[config.mk]
export PLATFORM = sky130hd
export DESIGN_NAME = burst_addr_gen
export DESIGN_NICKNAME = d
export VERILOG_FILES = /design/src/rtl/bag_pkg.sv /design/src/rtl/bag_len_check.sv /design/src/rtl/bag_next_addr.sv /design/src/rtl/bag_beat_ctrl.sv /design/src/rtl/burst_addr_gen.sv
export SDC_FILE = /design/constraint.sdc
export NUM_CORES = 1
export LEC_CHECK = 0
export BUFFER_PORTS_ARGS = -buffer_cell sky130_fd_sc_hd__buf_2
export CORE_MARGIN = 2
export CORE_UTILIZATION = 55
export DETAILED_ROUTE_END_ITERATION = 8
export PLACE_DENSITY = 0.78
export SYNTH_ARGS = -nofsm -noshare
export SYNTH_HDL_FRONTEND = slang
export SYNTH_HIERARCHICAL = 1
export SYNTH_SLANG_ARGS = --single-unit
[constraint.sdc]
create_clock -name clk -period 9.1 [get_ports clk]
set_clock_uncertainty 0.15 [all_clocks]
set_input_delay 1.365 -clock clk [delete_from_list [all_inputs] [get_ports clk]]
set_output_delay 1.365 -clock clk [all_outputs]
set_load 0.01 [all_outputs]
[src/rtl/bag_pkg.sv]
package bag_pkg;
   typedef enum logic [1:0] {
      BK_FIXED = 2'd0,
      BK_INCR  = 2'd1,
      BK_WRAP  = 2'd2,
      BK_RSVD  = 2'd3
   } burst_kind_e;

   localparam int SIZE_W    = 3;
   localparam int NUM_SIZES = 1 << SIZE_W;
   // Largest folding block: 16 beats of 128 bytes = 2^11 bytes
   localparam int MIN_ADDR_W = 12;
   localparam int MIN_LEN_W  = 4;
endpackage

[src/rtl/bag_len_check.sv]
module bag_len_check
   import bag_pkg::*;
#(
   parameter int LEN_W = 8
) (
   input  logic [1:0]       kind_i,
   input  logic [LEN_W-1:0] len_i,
   output burst_kind_e      eff_kind_o,
   output logic             illegal_o
);
   logic low_ok;
   logic high_zero;
   logic len_ok;

   // Legal folding beat counts are 2, 4, 8, 16 (encoded 1, 3, 7, 15)
   always_comb begin
      case (len_i[3:0])
         4'd1, 4'd3, 4'd7, 4'd15: low_ok = 1'b1;
         default:                 low_ok = 1'b0;
      endcase
   end

   generate
      if (LEN_W > 4) begin : g_wide
         assign high_zero = (len_i[LEN_W-1:4] == '0);
      end else begin : g_narrow
         assign high_zero = 1'b1;
      end
   endgenerate

   assign len_ok = low_ok && high_zero;

   always_comb begin
      illegal_o  = 1'b0;
      eff_kind_o = BK_INCR;
      case (kind_i)
         2'd0: eff_kind_o = BK_FIXED;
         2'd2: begin
            if (len_ok) begin
               eff_kind_o = BK_WRAP;
            end else begin
               eff_kind_o = BK_INCR;
               illegal_o  = 1'b1;
            end
         end
         default: eff_kind_o = BK_INCR;
      endcase
   end
endmodule

[src/rtl/bag_next_addr.sv]
module bag_next_addr
   import bag_pkg::*;
#(
   parameter int ADDR_W = 32,
   parameter int LEN_W  = 8
) (
   input  logic [ADDR_W-1:0] cur_addr_i,
   input  logic [SIZE_W-1:0] size_i,
   input  logic [LEN_W-1:0]  len_i,
   input  burst_kind_e       kind_i,
   output logic [ADDR_W-1:0] nxt_addr_o,
   output logic [ADDR_W-1:0] wrap_mask_o
);
   logic [ADDR_W-1:0] lane_mask [NUM_SIZES];
   logic [ADDR_W-1:0] size_mask;
   logic [ADDR_W-1:0] step;
   logic [ADDR_W-1:0] aligned;
   logic [ADDR_W-1:0] linear;
   logic [ADDR_W-1:0] beats;
   logic [ADDR_W-1:0] folded;

   // Low-bit mask for each beat size
   generate
      for (genvar g = 0; g < NUM_SIZES; g++) begin : g_lane
         assign lane_mask[g] = ADDR_W'((64'd1 << g) - 64'd1);
      end
   endgenerate

   assign size_mask = lane_mask[size_i];
   assign step      = size_mask + ADDR_W'(1);
   assign aligned   = cur_addr_i & ~size_mask;
   assign linear    = aligned + step;

   assign beats       = ADDR_W'(len_i) + ADDR_W'(1);
   assign wrap_mask_o = (beats << size_i) - ADDR_W'(1);
   assign folded      = (cur_addr_i & ~wrap_mask_o) | (linear & wrap_mask_o);

   always_comb begin
      case (kind_i)
         BK_FIXED: nxt_addr_o = cur_addr_i;
         BK_WRAP:  nxt_addr_o = folded;
         default:  nxt_addr_o = linear;
      endcase
   end
endmodule

[src/rtl/bag_beat_ctrl.sv]
module bag_beat_ctrl
   import bag_pkg::*;
#(
   parameter int ADDR_W = 32,
   parameter int LEN_W  = 8
) (
   input  logic              clk,
   input  logic              rst_n,
   input  logic              start_i,
   input  logic [ADDR_W-1:0] start_addr_i,
   input  logic [LEN_W-1:0]  len_i,
   input  logic [SIZE_W-1:0] size_i,
   input  burst_kind_e       kind_i,
   input  logic              illegal_i,
   input  logic              beat_i,
   input  logic [ADDR_W-1:0] nxt_addr_i,
   output logic [ADDR_W-1:0] addr_o,
   output logic [LEN_W-1:0]  len_o,
   output logic [SIZE_W-1:0] size_o,
   output burst_kind_e       kind_o,
   output logic              busy_o,
   output logic              last_o,
   output logic              err_o
);
   logic [ADDR_W-1:0] addr_q;
   logic [LEN_W-1:0]  len_q;
   logic [LEN_W-1:0]  remain_q;
   logic [SIZE_W-1:0] size_q;
   burst_kind_e       kind_q;
   logic              busy_q;
   logic              err_q;

   always_ff @(posedge clk or negedge rst_n) begin
      if (!rst_n) begin
         addr_q   <= '0;
         len_q    <= '0;
         remain_q <= '0;
         size_q   <= '0;
         kind_q   <= BK_FIXED;
         busy_q   <= 1'b0;
         err_q    <= 1'b0;
      end else if (!busy_q) begin
         if (start_i) begin
            addr_q   <= start_addr_i;
            len_q    <= len_i;
            remain_q <= len_i;
            size_q   <= size_i;
            kind_q   <= kind_i;
            busy_q   <= 1'b1;
            err_q    <= illegal_i;
         end
      end else if (beat_i) begin
         if (remain_q == '0) begin
            busy_q <= 1'b0;
            err_q  <= 1'b0;
         end else begin
            remain_q <= remain_q - LEN_W'(1);
            addr_q   <= nxt_addr_i;
         end
      end
   end

   assign addr_o = addr_q;
   assign len_o  = len_q;
   assign size_o = size_q;
   assign kind_o = kind_q;
   assign busy_o = busy_q;
   assign last_o = busy_q && (remain_q == '0);
   assign err_o  = err_q;
endmodule

[src/rtl/burst_addr_gen.sv]
module burst_addr_gen
   import bag_pkg::*;
#(
   parameter int ADDR_W = 32,
   parameter int LEN_W  = 8
) (
   input  logic              clk,
   input  logic              rst_n,
   input  logic              start_i,
   input  logic [ADDR_W-1:0] start_addr_i,
   input  logic [LEN_W-1:0]  len_i,
   input  logic [2:0]        size_i,
   input  logic [1:0]        kind_i,
   input  logic              beat_i,
   output logic [ADDR_W-1:0] addr_o,
   output logic              last_o,
   output logic              busy_o,
   output logic              wrap_err_o
);
   generate
      if (ADDR_W < MIN_ADDR_W) begin : g_bad_addr
         $error("burst_addr_gen: ADDR_W too small for largest folding block");
      end
      if (LEN_W < MIN_LEN_W) begin : g_bad_len
         $error("burst_addr_gen: LEN_W must cover 16-beat bursts");
      end
   endgenerate

   burst_kind_e       in_kind;
   logic              in_illegal;
   burst_kind_e       cur_kind;
   logic [LEN_W-1:0]  cur_len;
   logic [SIZE_W-1:0] cur_size;
   logic [ADDR_W-1:0] nxt_addr;
   logic [ADDR_W-1:0] wrap_mask;

   bag_len_check #(.LEN_W(LEN_W)) u_len_check (
      .kind_i     (kind_i),
      .len_i      (len_i),
      .eff_kind_o (in_kind),
      .illegal_o  (in_illegal)
   );

   bag_next_addr #(.ADDR_W(ADDR_W), .LEN_W(LEN_W)) u_next_addr (
      .cur_addr_i  (addr_o),
      .size_i      (cur_size),
      .len_i       (cur_len),
      .kind_i      (cur_kind),
      .nxt_addr_o  (nxt_addr),
      .wrap_mask_o (wrap_mask)
   );

   bag_beat_ctrl #(.ADDR_W(ADDR_W), .LEN_W(LEN_W)) u_beat_ctrl (
      .clk          (clk),
      .rst_n        (rst_n),
      .start_i      (start_i),
      .start_addr_i (start_addr_i),
      .len_i        (len_i),
      .size_i       (size_i),
      .kind_i       (in_kind),
      .illegal_i    (in_illegal),
      .beat_i       (beat_i),
      .nxt_addr_i   (nxt_addr),
      .addr_o       (addr_o),
      .len_o        (cur_len),
      .size_o       (cur_size),
      .kind_o       (cur_kind),
      .busy_o       (busy_o),
      .last_o       (last_o),
      .err_o        (wrap_err_o)
   );
endmodule

# After elaboration in Yosys (flattened, before gate mapping)

Memories as Yosys holds them, arrays and structs flattened.
Index checks and enable logic that the tools add are counted.

$add $sub $neg: 5
Multiply operators: 0
Div/mod/pow operators: 0
Magnitude comparators: 1
Equality and inequality tests: 10
Shifts and indexed selects: 1
Muxes and demuxes: 24
Bitwise gates (word level): 8
Reduce and logical (&&, ||, !) cells: 12

Operator list:

| cell                                                                  | count |
|---|---|
| 32-bit two-way mux                                                    | 6 |
| 32-bit bitwise AND                                                    | 3 |
| 32-bit NOT                                                            | 2 |
| 32-bit one-hot mux with 2 select lines                                | 1 |
| 32-bit by 1-bit adder with 32-bit output (second input constant)      | 1 |
| 32-bit adder                                                          | 1 |
| 8-bit two-way mux                                                     | 4 |
| 32-bit bitwise OR                                                     | 1 |
| 32-bit by 3-bit << shifter with 32-bit output                         | 1 |
| 32-bit by 1-bit subtractor with 32-bit output (second input constant) | 1 |
| 1-bit two-way mux                                                     | 11 |
| 8-bit by 1-bit adder with 9-bit output (second input constant)        | 1 |
| 8-bit logical NOT                                                     | 1 |
| 2-bit inequality test (second input constant)                         | 4 |
| 8-bit by 1-bit subtractor with 8-bit output (second input constant)   | 1 |
| 3-bit AND reduction                                                   | 2 |
| 2-bit == test (second input constant)                                 | 2 |
| 4-bit by 1-bit == test with 1-bit output (second input constant)      | 1 |
| 4-bit by 2-bit == test with 1-bit output (second input constant)      | 1 |
| 4-bit by 3-bit == test with 1-bit output (second input constant)      | 1 |
| 4-bit == test (second input constant)                                 | 1 |
| 4-bit >= comparator (second input constant)                           | 1 |
| 2-bit logical NOT                                                     | 2 |
| 4-bit logical NOT                                                     | 1 |
| 9 further kinds                                                       | 10 |

Register bits after elaboration: 55
Latch bits: 0
Bits in writable memories: 0
Bits in read-only memories: 256
Output and inout port bits: 35
Logic and storage cells: 69
Memories kept: 1

Memories:

| memory          | words | bits a word | rd ports | clocked after Yosys merged registers in | write ports | line                | RTL |
|---|---|---|---|---|---|---|---|
| (no name shown) | 8     | 32          | 1        | 0                                       | 0           | bag_next_addr.sv:29 | `assign size_mask = lane_mask[size_i];` |

# Depth between registers and ports, before layout

Depth after elaboration: 13
Mapped depth: 20

# Cells and area by module

Netlist, hierarchy kept.

By module, submodules not included:

| module        | times used | cells each | area each (um^2) | sequential area each (um^2) |
|---|---|---|---|---|
| bag_beat_ctrl | 1          | 272        | 2865.2           | 1376.3 |
| bag_next_addr | 1          | 380        | 2402.3           | 0.0 |
| bag_len_check | 1          | 7          | 72.6             | 0.0 |

# Worst setup path before layout

OpenSTA, ideal clock, no wires.

Path kind: register to register
Start: reg u_beat_ctrl.len_q[0], in the netlist u_beat_ctrl/len_o[0]
End: reg u_beat_ctrl.addr_q[15], in the netlist u_beat_ctrl/addr_o[15]
Arrival: 4.000 ns
Path slack: 4.827 ns
Stages on the path, launching flop included: 21
Buffers on the path: 4
Clock period less this slack: 4.273 ns
Path through: dfrtp_1 ha_1 clkbuf_1 and3_1 xor2_1 o32a_1 o2111a_1 or3_1 buf_2 or2_1 buf_6 or3_1 buf_2 nor3_1 ha_1 inv_1 a21o_1 nand3_1 xnor2_1 mux2i_1 a21oi_2

Cells in the longest elaborated chain, start to end: 10
Elaborated cells on any way between the ends: 11
Those cells by class: add/sub: 2; shift: 1; mux: 4; bitwise: 4

RTL lines:

| what                                              | line                 | RTL |
|---|---|---|
| start: declaration                                | bag_beat_ctrl.sv:26  | `logic [LEN_W-1:0] len_q;` |
| start signal: assignment                          | bag_beat_ctrl.sv:45  | `len_q <= len_i;` |
| 8-bit by 1-bit adder with 9-bit output (*)        | bag_next_addr.sv:34  | `assign beats = ADDR_W'(len_i) + ADDR_W'(1);` |
| 32-bit by 3-bit << shifter with 32-bit output (*) | bag_next_addr.sv:35  | `assign wrap_mask_o = (beats << size_i) - ADDR_W'(1);` |
| 32-bit by 1-bit subtractor with 32-bit output (*) | bag_next_addr.sv:35  |  |
| via wrap_mask[15]                                 | burst_addr_gen.sv:35 | `logic [ADDR_W-1:0] wrap_mask;` |
| 32-bit NOT                                        | bag_next_addr.sv:36  | `assign folded = (cur_addr_i & ~wrap_mask_o) \| (linear & wrap_mask_o);` |
| 32-bit bitwise AND                                | bag_next_addr.sv:36  |  |
| 32-bit bitwise OR (*)                             | bag_next_addr.sv:36  |  |
| 32-bit one-hot mux with 2 select lines (*)        | bag_next_addr.sv:39  | `case (kind_i)` |
| via nxt_addr[15]                                  | burst_addr_gen.sv:34 | `logic [ADDR_W-1:0] nxt_addr;` |
| 32-bit two-way mux (*)                            | bag_beat_ctrl.sv:53  | `if (remain_q == '0) begin` |
| 32-bit two-way mux (*)                            | bag_beat_ctrl.sv:52  | `end else if (beat_i) begin` |
| 32-bit two-way mux (*)                            | bag_beat_ctrl.sv:42  | `end else if (!busy_q) begin` |
| end signal: assignment                            | bag_beat_ctrl.sv:44  | `addr_q <= start_addr_i;` |
| end signal: assignment                            | bag_beat_ctrl.sv:58  | `addr_q <= nxt_addr_i;` |
| end: declaration                                  | bag_beat_ctrl.sv:25  | `logic [ADDR_W-1:0] addr_q;` |

The timed path passes the listed nets; every way through them passes the cells marked *. The select of a mux whose other input is x is not followed.
A chain may end at the register's enable or synchronous reset.

# Worst setup path in the final report

Start: reg u_beat_ctrl.size_q[0], in the netlist u_beat_ctrl/size_o[0]
End: reg u_beat_ctrl.addr_q[15], in the netlist u_beat_ctrl/addr_o[15]

Elaborated cells on any way between the ends: 18
Those cells by class: add/sub: 3; shift: 1; mux: 6; bitwise: 7; memory: 1

RTL lines:

| what                                              | line                 | RTL |
|---|---|---|
| start: declaration                                | bag_beat_ctrl.sv:28  | `logic [SIZE_W-1:0] size_q;` |
| start signal: assignment                          | bag_beat_ctrl.sv:47  | `size_q <= size_i;` |
| 32-bit by 3-bit << shifter with 32-bit output (*) | bag_next_addr.sv:35  |  |
| 32-bit by 1-bit subtractor with 32-bit output (*) | bag_next_addr.sv:35  |  |
| via wrap_mask[15]                                 | burst_addr_gen.sv:35 |  |
| 32-bit NOT                                        | bag_next_addr.sv:36  |  |
| 32-bit bitwise AND                                | bag_next_addr.sv:36  |  |
| 32-bit bitwise OR (*)                             | bag_next_addr.sv:36  |  |
| 32-bit one-hot mux with 2 select lines (*)        | bag_next_addr.sv:39  |  |
| via nxt_addr[15]                                  | burst_addr_gen.sv:34 |  |
| 32-bit two-way mux (*)                            | bag_beat_ctrl.sv:53  |  |
| 32-bit two-way mux (*)                            | bag_beat_ctrl.sv:52  |  |
| 32-bit two-way mux (*)                            | bag_beat_ctrl.sv:42  |  |

Marks and branches as above.

==> metrics.md <==
| Metric | Value |
|---|---|
| Die X | 101.6 um |
| Clock latency on the worst-skew pair | 320 ps |
| IO Port Bufs | 83 |
| Status | finished clean |
| LEAKAGE | 0.002510 uW |
| GP Congestion | 0.9630 |
| Placed cells | 804 |
| Final Hold Vio Count | 0 |
| Synth Instances | 637 |
| Max Cap Viol | 0 |
| Detailed Route WL | 14510 um |
| Die height | 101.6 um |
| Unrepaired setup endpoints after global routing | false |
| Crit-path leading delay family | simple AND/OR/NAND/NOR gates |
| GR Util met1 | 41.46% |
| Netlist Area Pre-Place | 5239 sq um |
| Overall routing resource usage | 28.45% |
| Vias/cell | 6.232 |
| Slew Limit Fails | 0 |
| Max Fclk | 206.8 MHz |
| Worst vdd ir | 0.2511 mV |
| WP buf/inv | 2 |
| CTS Sinks | 55 |
| Std cell rows | 35 |
| PwrDens | 358.0 nW/um^2 |
| Core Footprint | 9240 sq um |
| Yosys warning count | 6 |
| CTS Buffer Depth | 2 |
| Root buf cell | clkbuf_8 |
| Grt ovf | 0 |
| Syn-to-layout area delta | 8.765% |
| # DRC | 0 |
| Startpoint types | flop |
| Vias in the first global route | 4744 |
| Post-CTS Hold Buffers | 0 |
| Initial antenna violation count | 0 |
| Setup Buffers After CTS | 0 |
| Syn avg cell area | 8.224 sq um |
| Fraction of final layout cells sized beyond drive strength 1 | 23.87% |
| CP max FO | 29 |
| Initial DRC Count | 339 |
| Met3 Resource Use GR | 3.451% |
| Initial Utilization | 56.70% |
| Setup violators final | 0 |
| Vias after detailed routing | 5060 |
| Worst Path Required | 9150 ps |
| Detailed-route wire length per cell | 17.87 um |
| Busiest grt layer | met2 |
| Die Area | 10320 sq um |
| H-tree Lvls | 2 |
| Critical Path, Cell by Cell | clkinv_1, o211ai_1, o32ai_1, or4b_4, or2_4, or2_1, or3_1, nor3_1, ha_1, inv_1, a21o_1, nand3_1, xnor2_1, mux2i_1, a21oi_2 |
| Largest net degree at the start of global routing | 56 |
| Non-filler cells, final | 812 |
| I/O Pins | 84 |
| Setup_tns | 0 ps |
| First-pass GRT wire length | 23880 um |
| Final nets | 737 |
| Final Cycle Share | 53.15% |
| Crit path time final | 4836 ps |
| Slowest CP cell | dfrtp_1 |
| # fillers | 818 |
| Cts repair resizes | 0 |
| Drt pass-1 iters | 5 |
| WP data arrival | 4880 ps |
| CP peak stage delay | 860 ps |
| Slew @ Worst Pin | 1273 ps |
| CP endpoint kind | flop |
| CTS buffer count | 5 |
| Max-slew headroom | 14.96% |
| Grt met2 use | 44.79% |
| Antenna Cells | 0 |
| TritonCTS clock tree | built |
| Critical path class | reg2reg |
| Synthesized Nets | 692 |
| Clock slew seen by the registers of the worst setup and hold paths | 110 ps |
| Detail Route Antenna Nets | 0 |
| Placed wire-length estimate | 10370 um |
| Hold crit path type | reg2reg |
==> cell type report <==
type / instances / area (sq um) / area share, %
multi-input combinational: 515 / 3536 / 62.06
sequential: 55 / 1378 / 24.18
clock inverter: 1 / 30.03 / 0.5270
clock buffer: 7 / 76.32 / 1.339
inverter: 17 / 63.81 / 1.120
timing repair buffer: 88 / 452.9 / 7.949
tap: 129 / 161.4 / 2.833
==> per-layer routing <==
metal,vias to the layer above,wire length [um]
met5,-,0
met4,0,297
met3,28,714
met2,165,6838
met1,2457,6660
li1,2410,-
==> sequential cells by signal, summed over array words and instances, names as in the netlist <==
register	count
u_beat_ctrl/kind_o	2
u_beat_ctrl/addr_o	32
u_beat_ctrl/busy_o	1
u_beat_ctrl/len_o	8
u_beat_ctrl/size_o	3
u_beat_ctrl/err_o	1
u_beat_ctrl/remain_q	8
==> report_power, final <==
group          switching (uW)  internal (uW)
Combinational             741            554
Sequential                232            346
Clock                    85.1           82.6
Total                    1060            982
==> worst paths after layout <==
check / from / slack (ps) / cells after the start / endpoint
max: u_beat_ctrl/size_o[0] / 4260 / 15 / u_beat_ctrl/addr_o[15]
min: u_beat_ctrl/err_o / 400 / 1 / u_beat_ctrl/err_o
max reg2reg: u_beat_ctrl/size_o[0] / 4260 / 15 / u_beat_ctrl/addr_o[15]
min reg2reg: u_beat_ctrl/err_o / 400 / 1 / u_beat_ctrl/err_o
max in group asynchronous: rst_n / 7270 / 2 / u_beat_ctrl/busy_o
min in group asynchronous: rst_n / 1020 / 2 / u_beat_ctrl/remain_q[2]
==> stage by stage <==
stage / instance area [sq um] / hold WS (ps) / setup WS, ps / util (%) / total power [uW]
2_1_floorplan: 5239 / 290.3 / 4862 / - / 1563
3_3_place_gp: 5592 / 368.9 / 4438 / 60.51 / 1807
3_5_place_dp: 5592 / 381.7 / 4323 / 60.51 / 1847
4_1_cts: 5698 / 406.1 / 4314 / 61.67 / 2021
5_1_grt: 5698 / 441.8 / 3936 / 61.67 / 2210
6_report: 5698 / 399.7 / 4264 / 61.67 / 2040
==> placed cells by master, fill, tap and decap left out, types with 6 or more instances in the layout <==
| cell | count |
|---|---|
| buf_2 | 83 |
| nand2_1 | 75 |
| dfrtp_1 | 54 |
| mux2i_1 | 39 |
| nor2_1 | 37 |
| nor3_1 | 36 |
| a21oi_1 | 30 |
| a21oi_2 | 30 |
| o21ai_0 | 21 |
| xor2_1 | 18 |
| xnor2_1 | 17 |
| inv_1 | 15 |
| nand3_1 | 14 |
| and3_1 | 13 |
| a21o_1 | 10 |
| nor3_2 | 10 |
| o211ai_1 | 9 |
| nand2b_1 | 9 |
| a31oi_1 | 8 |
| mux2_2 | 8 |
| nor3b_1 | 7 |
| or3_1 | 7 |
| and2_1 | 6 |
| nor2b_1 | 6 |
| nand4_1 | 6 |
| ha_1 | 6 |
| nor4_1 | 6 |
| or4_1 | 6 |
(Power assumes the default switching activity.)
